<file path="src/rtl/spi_tg_pkg.sv">
package spi_tg_pkg;
  typedef enum logic [2:0] {
    ST_IDLE  = 3'd0,
    ST_LEAD  = 3'd1,
    ST_SHIFT = 3'd2,
    ST_REL   = 3'd3,
    ST_GAP   = 3'd4
  } tg_state_e;
endpackage

</file>
<file path="src/rtl/spi_tg_prescaler.sv">
module spi_tg_prescaler #(
  parameter int PC_W = 12
) (
  input  logic            clk,
  input  logic            rst,
  input  logic            run,
  input  logic [PC_W-1:0] half_len,
  output logic            tick
);
  logic [PC_W-1:0] cnt;
  logic            at_end;

  assign at_end = (cnt == half_len - PC_W'(1));
  assign tick   = run && at_end;

  always_ff @(posedge clk) begin
    if (rst || !run) cnt <= '0;
    else if (at_end) cnt <= '0;
    else             cnt <= cnt + PC_W'(1);
  end
endmodule

</file>
<file path="src/rtl/spi_tg_seq.sv">
module spi_tg_seq
  import spi_tg_pkg::*;
#(
  parameter int RATE_W = 8,
  parameter int DIV_W  = 2,
  parameter int DLY_W  = 3,
  parameter int BITS_W = 5,
  localparam int PC_W  = RATE_W + (1 << DIV_W),
  localparam int HC_W  = ((BITS_W > DLY_W) ? BITS_W : DLY_W) + 1
) (
  input  logic              clk,
  input  logic              rst,
  input  logic              start,
  input  logic [BITS_W-1:0] frame_len,
  input  logic [RATE_W-1:0] rate,
  input  logic [DIV_W-1:0]  div_sel,
  input  logic              cpol,
  input  logic              cpha,
  input  logic              keep_sel,
  input  logic [DLY_W-1:0]  lead_dly,
  input  logic              lead_en,
  input  logic [DLY_W-1:0]  rel_dly,
  input  logic              rel_en,
  input  logic [DLY_W-1:0]  gap_dly,
  input  logic              gap_en,
  input  logic              tick,
  output logic [PC_W-1:0]   half_len,
  output logic              busy,
  output logic              sel,
  output logic              done,
  output logic              shifting,
  output logic              cpol_l,
  output logic              cpha_l
);
  tg_state_e         state;
  logic [HC_W-1:0]   hc;
  logic [BITS_W-1:0] len_l;
  logic [RATE_W-1:0] rate_l;
  logic [DIV_W-1:0]  div_l;
  logic              keep_l;
  logic [DLY_W-1:0]  lead_l, rel_l, gap_l;
  logic              lead_en_l, rel_en_l, gap_en_l;
  logic [HC_W-1:0]   lead_last, shift_last, rel_last, gap_last;

  // last half-period index of each phase: 2*periods - 1
  assign lead_last  = lead_en_l ? HC_W'({lead_l, 1'b1}) : HC_W'(1);
  assign rel_last   = rel_en_l  ? HC_W'({rel_l, 1'b1})  : HC_W'(1);
  assign gap_last   = gap_en_l  ? HC_W'({gap_l, 1'b1})  : HC_W'(1);
  assign shift_last = HC_W'({len_l, 1'b1});
  assign half_len   = PC_W'((PC_W'(rate_l) + PC_W'(1)) << div_l);
  assign shifting   = (state == ST_SHIFT);

  always_ff @(posedge clk) begin
    if (rst) begin
      state     <= ST_IDLE;
      hc        <= '0;
      busy      <= 1'b0;
      sel       <= 1'b0;
      done      <= 1'b0;
      len_l     <= '0;
      rate_l    <= '0;
      div_l     <= '0;
      cpol_l    <= 1'b0;
      cpha_l    <= 1'b0;
      keep_l    <= 1'b0;
      lead_l    <= '0;
      rel_l     <= '0;
      gap_l     <= '0;
      lead_en_l <= 1'b0;
      rel_en_l  <= 1'b0;
      gap_en_l  <= 1'b0;
    end else begin
      done <= 1'b0;
      unique case (state)
        ST_IDLE: if (start) begin
          len_l     <= frame_len;
          rate_l    <= rate;
          div_l     <= div_sel;
          cpol_l    <= cpol;
          cpha_l    <= cpha;
          keep_l    <= keep_sel;
          lead_l    <= lead_dly;
          rel_l     <= rel_dly;
          gap_l     <= gap_dly;
          lead_en_l <= lead_en;
          rel_en_l  <= rel_en;
          gap_en_l  <= gap_en;
          hc        <= '0;
          sel       <= 1'b1;
          busy      <= 1'b1;
          state     <= ST_LEAD;
        end
        ST_LEAD: if (tick) begin
          if (hc == lead_last) begin
            hc    <= '0;
            state <= ST_SHIFT;
          end else hc <= hc + HC_W'(1);
        end
        ST_SHIFT: if (tick) begin
          if (hc == shift_last) begin
            hc    <= '0;
            state <= keep_l ? ST_GAP : ST_REL;
          end else hc <= hc + HC_W'(1);
        end
        ST_REL: if (tick) begin
          if (hc == rel_last) begin
            hc    <= '0;
            sel   <= 1'b0;
            state <= ST_GAP;
          end else hc <= hc + HC_W'(1);
        end
        ST_GAP: if (tick) begin
          if (hc == gap_last) begin
            hc    <= '0;
            busy  <= 1'b0;
            done  <= 1'b1;
            state <= ST_IDLE;
          end else hc <= hc + HC_W'(1);
        end
        default: state <= ST_IDLE;
      endcase
    end
  end
endmodule

</file>
<file path="src/rtl/spi_tg_sck.sv">
module spi_tg_sck (
  input  logic clk,
  input  logic rst,
  input  logic busy,
  input  logic shifting,
  input  logic tick,
  input  logic cpol,
  input  logic cpol_l,
  input  logic cpha_l,
  output logic sck,
  output logic sample_stb,
  output logic shift_stb
);
  logic leaving_idle;
  assign leaving_idle = (sck == cpol_l);

  always_ff @(posedge clk) begin
    if (rst) begin
      sck        <= cpol;
      sample_stb <= 1'b0;
      shift_stb  <= 1'b0;
    end else begin
      sample_stb <= 1'b0;
      shift_stb  <= 1'b0;
      if (!busy) sck <= cpol;
      else if (shifting && tick) begin
        sck <= ~sck;
        if (leaving_idle ^ cpha_l) sample_stb <= 1'b1;
        else                       shift_stb  <= 1'b1;
      end else if (!shifting) sck <= cpol_l;
    end
  end
endmodule

</file>
<file path="src/rtl/spi_timing_gen.sv">
module spi_timing_gen #(
  parameter int RATE_W = 8,
  parameter int DIV_W  = 2,
  parameter int DLY_W  = 3,
  parameter int BITS_W = 5
) (
  input  logic              clk,
  input  logic              rst,
  input  logic              start,
  input  logic [BITS_W-1:0] frame_len,
  input  logic [RATE_W-1:0] rate,
  input  logic [DIV_W-1:0]  div_sel,
  input  logic              cpol,
  input  logic              cpha,
  input  logic              keep_sel,
  input  logic [DLY_W-1:0]  lead_dly,
  input  logic              lead_en,
  input  logic [DLY_W-1:0]  rel_dly,
  input  logic              rel_en,
  input  logic [DLY_W-1:0]  gap_dly,
  input  logic              gap_en,
  output logic              sck,
  output logic              sel,
  output logic              sample_stb,
  output logic              shift_stb,
  output logic              busy,
  output logic              done
);
  localparam int PC_W = RATE_W + (1 << DIV_W);

  logic [PC_W-1:0] half_len;
  logic            tick, shifting, cpol_l, cpha_l;

  spi_tg_prescaler #(.PC_W(PC_W)) u_pre (
    .clk(clk), .rst(rst), .run(busy), .half_len(half_len), .tick(tick)
  );

  spi_tg_seq #(
    .RATE_W(RATE_W), .DIV_W(DIV_W), .DLY_W(DLY_W), .BITS_W(BITS_W)
  ) u_seq (
    .clk(clk), .rst(rst), .start(start), .frame_len(frame_len),
    .rate(rate), .div_sel(div_sel), .cpol(cpol), .cpha(cpha),
    .keep_sel(keep_sel), .lead_dly(lead_dly), .lead_en(lead_en),
    .rel_dly(rel_dly), .rel_en(rel_en), .gap_dly(gap_dly), .gap_en(gap_en),
    .tick(tick), .half_len(half_len), .busy(busy), .sel(sel), .done(done),
    .shifting(shifting), .cpol_l(cpol_l), .cpha_l(cpha_l)
  );

  spi_tg_sck u_sck (
    .clk(clk), .rst(rst), .busy(busy), .shifting(shifting), .tick(tick),
    .cpol(cpol), .cpol_l(cpol_l), .cpha_l(cpha_l),
    .sck(sck), .sample_stb(sample_stb), .shift_stb(shift_stb)
  );
endmodule

</file>
<file path="config.mk">
export PLATFORM = sky130hd
export DESIGN_NAME = spi_timing_gen
export DESIGN_NICKNAME = d
export VERILOG_FILES = /design/src/rtl/spi_tg_pkg.sv /design/src/rtl/spi_tg_prescaler.sv /design/src/rtl/spi_tg_seq.sv /design/src/rtl/spi_tg_sck.sv /design/src/rtl/spi_timing_gen.sv
export SDC_FILE = /design/constraint.sdc
export NUM_CORES = 1
export LEC_CHECK = 0
export ABC_AREA = 1
export BUFFER_PORTS_ARGS = -buffer_cell sky130_fd_sc_hd__buf_2
export CORE_UTILIZATION = 59
export DETAILED_ROUTE_END_ITERATION = 16
export GPL_TIMING_DRIVEN = 0
export HOLD_SLACK_MARGIN = 0.02
export MAX_ROUTING_LAYER = met4
export PLACE_DENSITY = 0.78
export SYNTH_ARGS = -nofsm -noshare
export SYNTH_HDL_FRONTEND = slang
export SYNTH_SLANG_ARGS = --single-unit
</file>
<file path="constraint.sdc">
create_clock -name clk -period 3.2 [get_ports clk]
set_input_delay 0.16 -clock clk [delete_from_list [all_inputs] [get_ports clk]]
set_output_delay 0.16 -clock clk [all_outputs]
set_load 0.01 [all_outputs]
</file>
==> metrics list, run 1 <==
- At the end of the flow the core is filled with cells to 72.2%.
- Max Slew Vio Count: 0
- Via-per-instance ratio: 5.46
* Cell class contributing the biggest share of worst-path delay: simple AND/OR/NAND/NOR gates
- In this run the critical register-to-register path is launched from u_seq.rate_l[0].
* Highest fanout seen on the critical path: 10
- Number of clock buffers inserted by TritonCTS: 9
- In the synthesized netlist the async set-or-reset flop fraction comes to 0%.
* TritonCTS clock tree: done
- Met3 track demand over resource: 6.29%
- Critical Path, Cell by Cell: ha_1, inv_1, nand2_1, nand2_1, inv_1, nand2_1, ha_1, xnor2_1, nor3b_1, nand3_1, nor2_1, nand2_1, nor2_1, nand2_1, nor2_4, nand4_1, nand2_1, nand2_4, nand2_1, nand2_1, nor2_1
- Avg Synthesized Cell Area: 6.40 µm²
- Max-capacitance violation count: 0
- For this run, the number of Yosys warnings is 0.
- Die boundary width: 79.7 µm
- Achievable frequency: 0.335 GHz
- CTS built an H-tree with a depth of 3.
- The worst setup path is of the reg2reg kind.
* Cell chosen for the clock root: sky130_fd_sc_hd__clkbuf_8
* Critical path data required time: 3480 ps
- Input/output buffers: 38
- Wire length of the first global-routing pass: 14.9 mm
- Number of cells produced by synthesis: 557
* Clock period minus worst slack: 2980 ps
- The detail route stage leaves a number of antenna-violating nets equal to 0.
- On the critical path, the stage with the largest delay is an instance of sky130_fd_sc_hd__dfxtp_2.
- Setup Skew: 12.5 ps
- At the later pin of the worst-skew pair, clock insertion delay measures 350 ps.
* Net count, final: 643
- After floorplanning, the core was sized to cover 0.00568 mm².
- Total vias in the final route: 3729
* Number of antenna diodes: 0
* Post-place instance area: 0.00384 mm²
- HP Class: in2reg
- The most critical setup path has its startpoint at u_seq.rate_l[0].
- For this design, the CTS-stage hold fixing added 0 buffers.
* Number of hold-slack violations in the final timing report: 0
* Number of iterations in the first detailed-routing pass: 5
- At the pin with the least slew margin, the transition time is 649 ps.
* Worst-case headroom to the max-slew limit: 56.4%
* Overall routing resource usage: 31.0%
* Final instance area: 0.00410 mm²
- Global routing finished with a remaining overflow of 0.
- Primary FF master, synth: sky130_fd_sc_hd__dfxtp_1
- Detailed Route WL: 8.74 mm
* Layer with the highest usage: met2
- Setup violations remaining at the end of the flow were counted as 0.
- After detailed routing, the number of remaining DRC violations is 0.
- Number of synthesized register bits: 57
* Part of the Yosys area used for sequential elements: 32.3%
- Hold timing on the final database bottoms out at a slack of 37.2 ps.
* Initial Util: 62.8%
- On the worst path, the slowest cell contributes a delay of 360 ps.
- Clock tree synthesis found a total of 57 sinks.
- The worst path uses 93.2% of the clock period.
* Areal power density over the cells: 830 mW/mm²
- Leakage: 1.83 nW
- Data arrives at the worst endpoint at 3260 ps.
- Summing every instance area after synthesis gives 0.00356 mm².
- The area growth from synthesis to layout is 15.0%.
- After detailed routing, the average wire length per cell comes to 12.8 µm.
- Net count of the mapped netlist: 594
- Initial antenna violation count: 0
- Global routing used 33.1% of the available met1 tracks.
- The via count of the first global-routing pass is 3541.
* Met2 usage in global routing: 56.0%
- Site row count: 27
* # IOs: 39
* Largest voltage drop on the vdd net: 491 µV
* Final total power: 0.00340 W
- In this run, distinct cell masters in the synthesized netlist total 34.
- Number of enable-type register cells in the synthesized netlist: 1
* Fraction of layout cells with a size suffix above 1: 16.0%
- The flow ran to the end, and the final reports show no timing, DRC or antenna violations.
- The worst setup path is launched from a flop.
- Nature of the critical path endpoint: flop
- The worst hold path begins at rst.
* Total die area: 0.00635 mm²
- Detailed placement finished with a half-perimeter wire length of 6.52 mm.
- Together, buffers and inverters on the worst path number 2.
* Final estimated routing congestion in global placement: 0.927
- Once the clock tree was built, the setup fixing pass inserted 0 buffers.
- Number of design-rule violations left by the first detailed-router iteration: 170
- Setup slack after placement: 207 ps
* Most repeated library cell on the critical path: sky130_fd_sc_hd__nand2_1
- Height of the chip: 79.7 µm
- Entering global routing, the biggest net connects 11 pins.
- In this run the deepest clock path goes through 2 buffers.
- Clk slew on worst S/H paths: 80 ps
* Post-route setup slack: 216 ps
registers in the layout (all words and copies together) (netlist names), 2 cells and up:
name,flops
u_pre.cnt,12
u_seq.div_l,2
u_seq.gap_l,3
u_seq.hc,6
u_seq.lead_l,3
u_seq.len_l,5
u_seq.rate_l,8
u_seq.rel_l,3
u_seq.state,3
cells by family after synthesis:
kind of cell | Yosys count | synth area share, %
fa+ha+maj | 4 | 1.40
compound gates | 93 | 14.5
flops | 57 | 32.3
xor+xnor | 18 | 4.42
simple gates | 298 | 38.0
buf+inv | 87 | 9.37
layer usage:
layer / vias to the layer above / routed length [µm]
li1: 1903 / -
met1: 1730 / 3770
met2: 76 / 4460
met3: 20 / 329
met4: 0 / 177
met5: - / 0
layout make-up:
type / instances / area [µm²]
fillers: 548 / 1580
plain buffers: 16 / 67.6
clock inverters: 4 / 75.1
flip-flops and latches: 57 / 1150
clock buffers: 12 / 155
repair buffers: 38 / 190
well taps: 72 / 90.1
multi-input cells: 413 / 2100
inverters: 71 / 267
layout by cell type, fill, tap and decap left out, types with 4 or more instances in the layout:
master,instances
sky130_fd_sc_hd__nor3_1,13
sky130_fd_sc_hd__nor3b_1,4
sky130_fd_sc_hd__clkbuf_1,11
sky130_fd_sc_hd__ha_1,4
sky130_fd_sc_hd__clkbuf_8,11
sky130_fd_sc_hd__a21oi_1,41
sky130_fd_sc_hd__nor2_1,50
sky130_fd_sc_hd__inv_2,5
sky130_fd_sc_hd__nand2_2,8
sky130_fd_sc_hd__nor2_2,7
sky130_fd_sc_hd__nand3_2,8
sky130_fd_sc_hd__nand2_1,141
sky130_fd_sc_hd__dfxtp_1,54
sky130_fd_sc_hd__o21ai_0,34
sky130_fd_sc_hd__buf_2,44
sky130_fd_sc_hd__inv_1,66
sky130_fd_sc_hd__nand4_1,6
sky130_fd_sc_hd__xor2_1,15
sky130_fd_sc_hd__nand3_1,52
metrics by stage:
| stage | TNS (ps) | cells |
|---|---|---|
| global placement | 0 | 667 |
| CTS | 0 | 683 |
| floorplan | 0 | 557 |
| global route | -25.4 | 683 |
| detailed placement | 0 | 667 |
| finish | 0 | 683 |
worst paths after layout:
path / to / slack (ps) / depth (start not counted)
setup / recovery: u_seq.hc[1] / 220 / 21
hold / removal: u_seq.lead_l[2] / 40 / 2
setup reg to reg: u_seq.hc[1] / 220 / 21
hold reg to reg: u_seq.gap_l[0] / 470 / 2
worst register-to-register path, stage by stage (launching register included):
cell and delay, ps:
sky130_fd_sc_hd__dfxtp_2 360, sky130_fd_sc_hd__ha_1 280, sky130_fd_sc_hd__inv_1 50, sky130_fd_sc_hd__nand2_1 60
sky130_fd_sc_hd__nand2_1 60, sky130_fd_sc_hd__inv_1 80, sky130_fd_sc_hd__nand2_1 80, sky130_fd_sc_hd__ha_1 290
sky130_fd_sc_hd__xnor2_1 130, sky130_fd_sc_hd__nor3b_1 200, sky130_fd_sc_hd__nand3_1 100, sky130_fd_sc_hd__nor2_1 120
sky130_fd_sc_hd__nand2_1 60, sky130_fd_sc_hd__nor2_1 100, sky130_fd_sc_hd__nand2_1 110, sky130_fd_sc_hd__nor2_4 150
sky130_fd_sc_hd__nand4_1 160, sky130_fd_sc_hd__nand2_1 200, sky130_fd_sc_hd__nand2_4 120, sky130_fd_sc_hd__nand2_1 80
sky130_fd_sc_hd__nand2_1 50, sky130_fd_sc_hd__nor2_1 80
cells in the mapped netlist (2+ instances only):
| master | instances | share of area (%) |
|---|---|---|
| sky130_fd_sc_hd__nor3_1 | 13 | 1.8 |
| sky130_fd_sc_hd__nand3_2 | 9 | 2.5 |
| sky130_fd_sc_hd__nand2_4 | 2 | 0.63 |
| sky130_fd_sc_hd__a22oi_1 | 3 | 0.63 |
| sky130_fd_sc_hd__nor3b_1 | 4 | 0.84 |
| sky130_fd_sc_hd__o21ai_2 | 2 | 0.49 |
| sky130_fd_sc_hd__o2111ai_1 | 2 | 0.49 |
| sky130_fd_sc_hd__nand2_1 | 141 | 15 |
| sky130_fd_sc_hd__nor2_1 | 52 | 5.5 |
| sky130_fd_sc_hd__dfxtp_1 | 56 | 31 |
| sky130_fd_sc_hd__inv_1 | 67 | 7.1 |
| sky130_fd_sc_hd__o21bai_1 | 2 | 0.42 |
| sky130_fd_sc_hd__a211oi_1 | 2 | 0.42 |
| sky130_fd_sc_hd__nand4_1 | 6 | 1.1 |
| sky130_fd_sc_hd__xor2_1 | 15 | 3.7 |
| sky130_fd_sc_hd__a21oi_1 | 41 | 5.8 |
| sky130_fd_sc_hd__inv_2 | 4 | 0.42 |
| sky130_fd_sc_hd__clkbuf_1 | 10 | 1.1 |
| sky130_fd_sc_hd__nand2_2 | 8 | 1.4 |
| sky130_fd_sc_hd__nand3_1 | 52 | 7.3 |
| sky130_fd_sc_hd__buf_2 | 6 | 0.84 |
| sky130_fd_sc_hd__xnor2_1 | 3 | 0.74 |
| sky130_fd_sc_hd__nor2_2 | 7 | 1.2 |
| sky130_fd_sc_hd__o21ai_1 | 2 | 0.28 |
| sky130_fd_sc_hd__o22ai_1 | 3 | 0.53 |
| sky130_fd_sc_hd__o21ai_0 | 34 | 4.8 |
| sky130_fd_sc_hd__ha_1 | 4 | 1.4 |
repair_timing:
action,4_1_cts,5_1_grt
endpoints found under the setup margin,0,20
resized for setup,0,8
endpoints found under the hold margin,0,0
power by group:
group | switching, W | leakage, nW | internal (W) | total [W]
registers | 0.000136 | 0.471 | 0.000860 | 0.000996
logic | 0.00108 | 1.25 | 0.000549 | 0.00163
clock network | 0.000296 | 0.109 | 0.000481 | 0.000778
(Power assumes the default switching activity.)
==> inputs of run 2 (changes only) <==
--- a/config.mk
+++ b/config.mk
@@ -5,14 +5,15 @@
 export SDC_FILE = /design/constraint.sdc
 export NUM_CORES = 1
 export LEC_CHECK = 0
-export ABC_AREA = 1
 export BUFFER_PORTS_ARGS = -buffer_cell sky130_fd_sc_hd__buf_2
-export CORE_UTILIZATION = 59
+export CELL_PAD_IN_SITES_DETAIL_PLACEMENT = 1
+export CELL_PAD_IN_SITES_GLOBAL_PLACEMENT = 1
+export CORE_UTILIZATION = 45
 export DETAILED_ROUTE_END_ITERATION = 16
 export GPL_TIMING_DRIVEN = 0
 export HOLD_SLACK_MARGIN = 0.02
 export MAX_ROUTING_LAYER = met4
-export PLACE_DENSITY = 0.78
+export PLACE_DENSITY = 0.79
 export SYNTH_ARGS = -nofsm -noshare
 export SYNTH_HDL_FRONTEND = slang
 export SYNTH_SLANG_ARGS = --single-unit
==> metrics list, run 2 <==
- Worst-Margin Slew: 944 ps (was 649 ps)
* Overall routing resource usage: 29.1% (was 31.0%)
* Regs by FF count: u_pre.cnt x12, u_seq.rate_l x8, u_seq.hc x6 (unchanged)
- The total placed instance area was 0.00449 mm² (was 0.00384 mm²).
* Fin cells: 710 (was 683)
- Largest net degree at the start of global routing: 13 (was 11)
- The length of routed met3 wiring came to 464 µm (was 329 µm).
* Post-route worst hold slack: 39.0 ps (was 37.2 ps)
* Setup Skew: 10.4 ps (was 12.5 ps)
* Fraction of layout cells with a size suffix above 1: 31.6% (was 16.0%)
- The residual overflow from global routing came to 0 (unchanged).
* Clk slew on worst S/H paths: 80 ps (about the same)
- Final estimated routing congestion in global placement: 0.893 (was 0.927)
- The combined area of the multi-input logic cells is 0.00304 mm² (was 0.00210 mm²).
- Status: complete, but fails checks (was complete, no violations).
- Number of iterations in the first detailed-routing pass: 4 (was 5)
- The number of pins with negative max-slew slack in the final report is 0 (unchanged).
- The total of max-cap violations was 0 (unchanged).
* M1 WL: 5.69 mm (was 3.77 mm)
- The initial antenna violation count came to 0 (unchanged).
* Hold_sp: rel_dly[0] (was rst)
- Syn Std Cell Area: 0.00408 mm² (was 0.00356 mm²)
* Total of endpoints with negative setup slack in the final report: 21 (was 0)
- Detailed Route WL: 14.0 mm (was 8.74 mm)
* Area growth from synthesis to layout: 30.0% (was 15.0%)
* Number of clock buffers inserted by TritonCTS: 9 (unchanged)
- The post-synthesis cell type with the largest combined area is sky130_fd_sc_hd__dfxtp_1 (unchanged).
* Count leader, synth: sky130_fd_sc_hd__nand2_1 (unchanged)
- The detailed-route DRC error count came to 0 (unchanged).
* Unrepaired setup endpoints after global routing: true
* Commonest cells after routing, fill and taps aside: 82 x sky130_fd_sc_hd__nand2_1, 50 x sky130_fd_sc_hd__dfxtp_1, 39 x sky130_fd_sc_hd__buf_2 (was 141 x sky130_fd_sc_hd__nand2_1, 66 x sky130_fd_sc_hd__inv_1, 54 x sky130_fd_sc_hd__dfxtp_1)
* Die boundary width: 97.2 µm (was 79.7 µm)
* Number of cells produced by synthesis: 513 (was 557)
* Leakage: 1.88 nW (was 1.83 nW)
* Flip-flop count of the largest register after layout: 12 (unchanged)
- The via count of the first global-routing pass was 4423 (was 3541).
* Site row count: 34 (was 27)
* Highest metal layer used by the detailed router: met4 (unchanged)
- Final instance area: 0.00530 mm² (was 0.00410 mm²)
* Via-per-instance ratio: 6.09 (was 5.46)
* Most common cell after layout, fill and taps aside: sky130_fd_sc_hd__nand2_1 (unchanged)
- Critical Path, Cell by Cell: clkbuf_16, buf_12, buf_8, nand2b_4, ha_4, inv_2, a2111o_1, buf_4, o21ba_4, a211o_1, a211oi_2, nor2_1, and4b_1, buf_6, and4_1, o31ai_2 (was ha_1, inv_1, nand2_1, nand2_1, inv_1, nand2_1, ha_1, xnor2_1, nor3b_1, nand3_1, nor2_1, nand2_1, nor2_1, nand2_1, nor2_4, nand4_1, nand2_1, nand2_4, nand2_1, nand2_1, nor2_1)
* Input/output buffers: 38 (unchanged)
- The final critical delay including setup and external delays is 3350 ps (was 2980 ps).
- Net count, final: 634 (was 643)
- The sequential cell area fraction in the yosys report came to 28.2% (was 32.3%).
- Areal power density over the cells: 676 mW/mm² (was 830 mW/mm²)
- The class of the most critical hold timing path is in2reg (unchanged).
* Metal2 WL: 7.42 mm (was 4.46 mm)
- Crit path DAT: 3460 ps (was 3260 ps)
- The proportion of netlist area held by the largest area contributor came to 27.5% (was 31.5%).
- Number of distinct library cells after synthesis: 90 (was 34)
- The filler cell count came to 1048 (was 548).
* Number of synthesized register bits: 57 (unchanged)
- The top-level I/O count is 39 (unchanged).
- The detailed placement HPWL came to 8.86 mm (was 6.52 mm).
- The storage element area was 0.00117 mm² (was 0.00115 mm²).
* Worst-case headroom to the max-slew limit: 36.6% (was 56.4%)
- Maximum clock insertion buffer count: 2 (unchanged)
- The setup slack of the most critical reg-to-reg path was -150 ps (was 220 ps).
* Worst skew pair latency: 350 ps (about the same)
- Startpoint-to-endpoint class of the critical path: reg2reg (unchanged)
- Most frequent cells after synthesis: 83 x sky130_fd_sc_hd__nand2_1, 56 x sky130_fd_sc_hd__dfxtp_1, 38 x sky130_fd_sc_hd__a21oi_1, 25 x sky130_fd_sc_hd__xnor2_1, 23 x sky130_fd_sc_hd__nand3_1 (was 141 x sky130_fd_sc_hd__nand2_1, 67 x sky130_fd_sc_hd__inv_1, 56 x sky130_fd_sc_hd__dfxtp_1, 52 x sky130_fd_sc_hd__nand3_1, 52 x sky130_fd_sc_hd__nor2_1).
* Number of placed instances, taps included: 659 (was 667)
- Total number of clock tree sinks: 57 (unchanged)
* Number of hold-slack violations in the final timing report: 0 (unchanged)
* Initial Util: 46.6% (was 62.8%)
* Worst min-delay path endpoint: u_seq.rel_l[0] (was u_seq.lead_l[2])
* Async set-or-reset flop fraction in the synthesized netlist: 0% (unchanged)
* Achievable frequency: 0.299 GHz (was 0.335 GHz)
- Total vias in the final route: 4324 (was 3729)
- The cell at the slowest stage of the critical path is sky130_fd_sc_hd__a2111o_1 (was sky130_fd_sc_hd__dfxtp_2).
- The startpoint class of the critical path is a flop (unchanged).
* Largest reg by FF count: u_pre.cnt (unchanged)
- Setup slack after placement: -637 ps (was 207 ps)
- The number of DRC markers after the initial detailed-route iteration is 153 (was 170).
* Routed wire length per instance: 19.8 µm (was 12.8 µm)
* Cells taking the most area after synthesis: sky130_fd_sc_hd__dfxtp_1 27%, sky130_fd_sc_hd__nand2_1 7.6%, sky130_fd_sc_hd__xnor2_1 5.4% (was sky130_fd_sc_hd__dfxtp_1 31%, sky130_fd_sc_hd__nand2_1 15%, sky130_fd_sc_hd__nand3_1 7.3%)
- The worst IR drop on VDD is 435 µV (was 491 µV).
* Number of synthesis warnings: 0 (unchanged)
- The area of the die came to 0.00945 mm² (was 0.00635 mm²).
* Area of the core region: 0.00876 mm² (was 0.00568 mm²)
* Violations in the final reports: setup timing
- Final clock period utilization by the worst path: 105% (was 93.2%)
* Nature of the critical path endpoint: flop (unchanged)
- Startpoint of the worst-slack reg-to-reg timing path: u_seq.div_l[1] (was u_seq.rate_l[0])
- CTS HTree Levels: 3 (unchanged)
* Post-route setup slack: -148 ps (was 216 ps)
- The TritonCTS clock tree is done (unchanged).
- Cell depth of the worst hold path: 3 (was 2)
* Wire length of the first global-routing pass: 21.5 mm (was 14.9 mm)
- Critical path data required time: 3310 ps (was 3480 ps)
* Primary FF master, synth: sky130_fd_sc_hd__dfxtp_1 (unchanged)
- The post-detailed-route count of antenna-violating nets was 0 (unchanged).
- The final antenna diode count was 0 (unchanged).
- The clock root buffer is sky130_fd_sc_hd__clkbuf_8 (unchanged).
- Height of the chip: 97.2 µm (was 79.7 µm)
* Highest fanout seen on the critical path: 7 (was 10)
* Destination of the worst register-to-register timing path: u_sck.sck (was u_seq.hc[1])
* Logic depth of the worst register-to-register path: 16 (was 21)
- Slowest cell delay on critical path: 490 ps (was 360 ps)
- The post-synth net total came to 550 (was 594).
- The number of flops mapped to enable cells by yosys is 1 (unchanged).
- Avg Synthesized Cell Area: 7.95 µm² (was 6.40 µm²)
run 2: cell families (layout without fill, tap and decap cells):
| family | after synthesis | count (layout) | synth area share [%] |
|---|---|---|---|
| flip-flops | 57 | 57 | 28.2 |
| AND/OR/NAND/NOR | 240 | 240 | 34.1 |
| AO/OA/AOI/OAI | 123 | 123 | 21.3 |
| multiplexers | 7 | 7 | 1.81 |
| adder cells (fa/ha/maj) | 4 | 4 | 1.23 |
| buffers and inverters | 46 | 135 | 5.37 |
| XOR/XNOR | 36 | 36 | 7.91 |
run 2: worst max path at each step:
stage / to / startpoint
floorplan: u_sck.sck / u_seq.div_l[1]
global placement: u_seq.sel / u_seq.div_l[1]
detailed placement: u_seq.sel / u_seq.div_l[1]
CTS: u_sck.sck / u_seq.rate_l[1]
global route: u_seq.state[2] / u_seq.rate_l[0]
finish: u_sck.sck / u_seq.div_l[1]
run 2: timing repair:
action | in CTS | in global routing
hold buffers | 0 | 0
gates resized for setup | 44 | 29
setup buffers | 25 | 11
gates cloned | 0 | 1
pin swaps | 18 | 22
setup endpoints to repair | 28 | 27
run 2: layer usage:
metal,global-route usage (%),vias up
li1,-,2033
met1,32.4,2134
met2,51.8,118
met3,4.96,39
met4,11.0,0
met5,-,-
run 2: power by group:
part | switching, W | internal (W)
Sequential | 0.000122 | 0.000820
Combinational | 0.00113 | 0.000878
Clock | 0.000349 | 0.000287
Total | 0.00160 | 0.00199
run 2: final cells by class:
cell class,instances,area share [%]
clock inverters,7,1.04
clock buffers,9,2.34
repair buffers,74,9.29
inverters,12,0.849
multi-input cells,410,57.2
plain buffers,33,4.67
well taps,108,2.55
flip-flops and latches,57,22.0
run 2: worst max-delay path: cells and delay by family, from the launching register on:
family | cells | cell delay (ps)
flops | 1 | 360
simple gates | 4 | 710
fa+ha+maj | 1 | 130
compound gates | 5 | 1200
buf+inv | 6 | 690
run 2: through the flow:
stage / TNS (ps) / power (W) / utilization [%]
after floorplan: -517 / 0.00209 / -
after CTS: 0 / 0.00338 / 57.9
after detailed placement: -13120 / 0.00246 / 51.2
final: -1780 / 0.00359 / 60.5
after global routing: -4090 / 0.00378 / 60.5
after global placement: -11560 / 0.00241 / 51.2
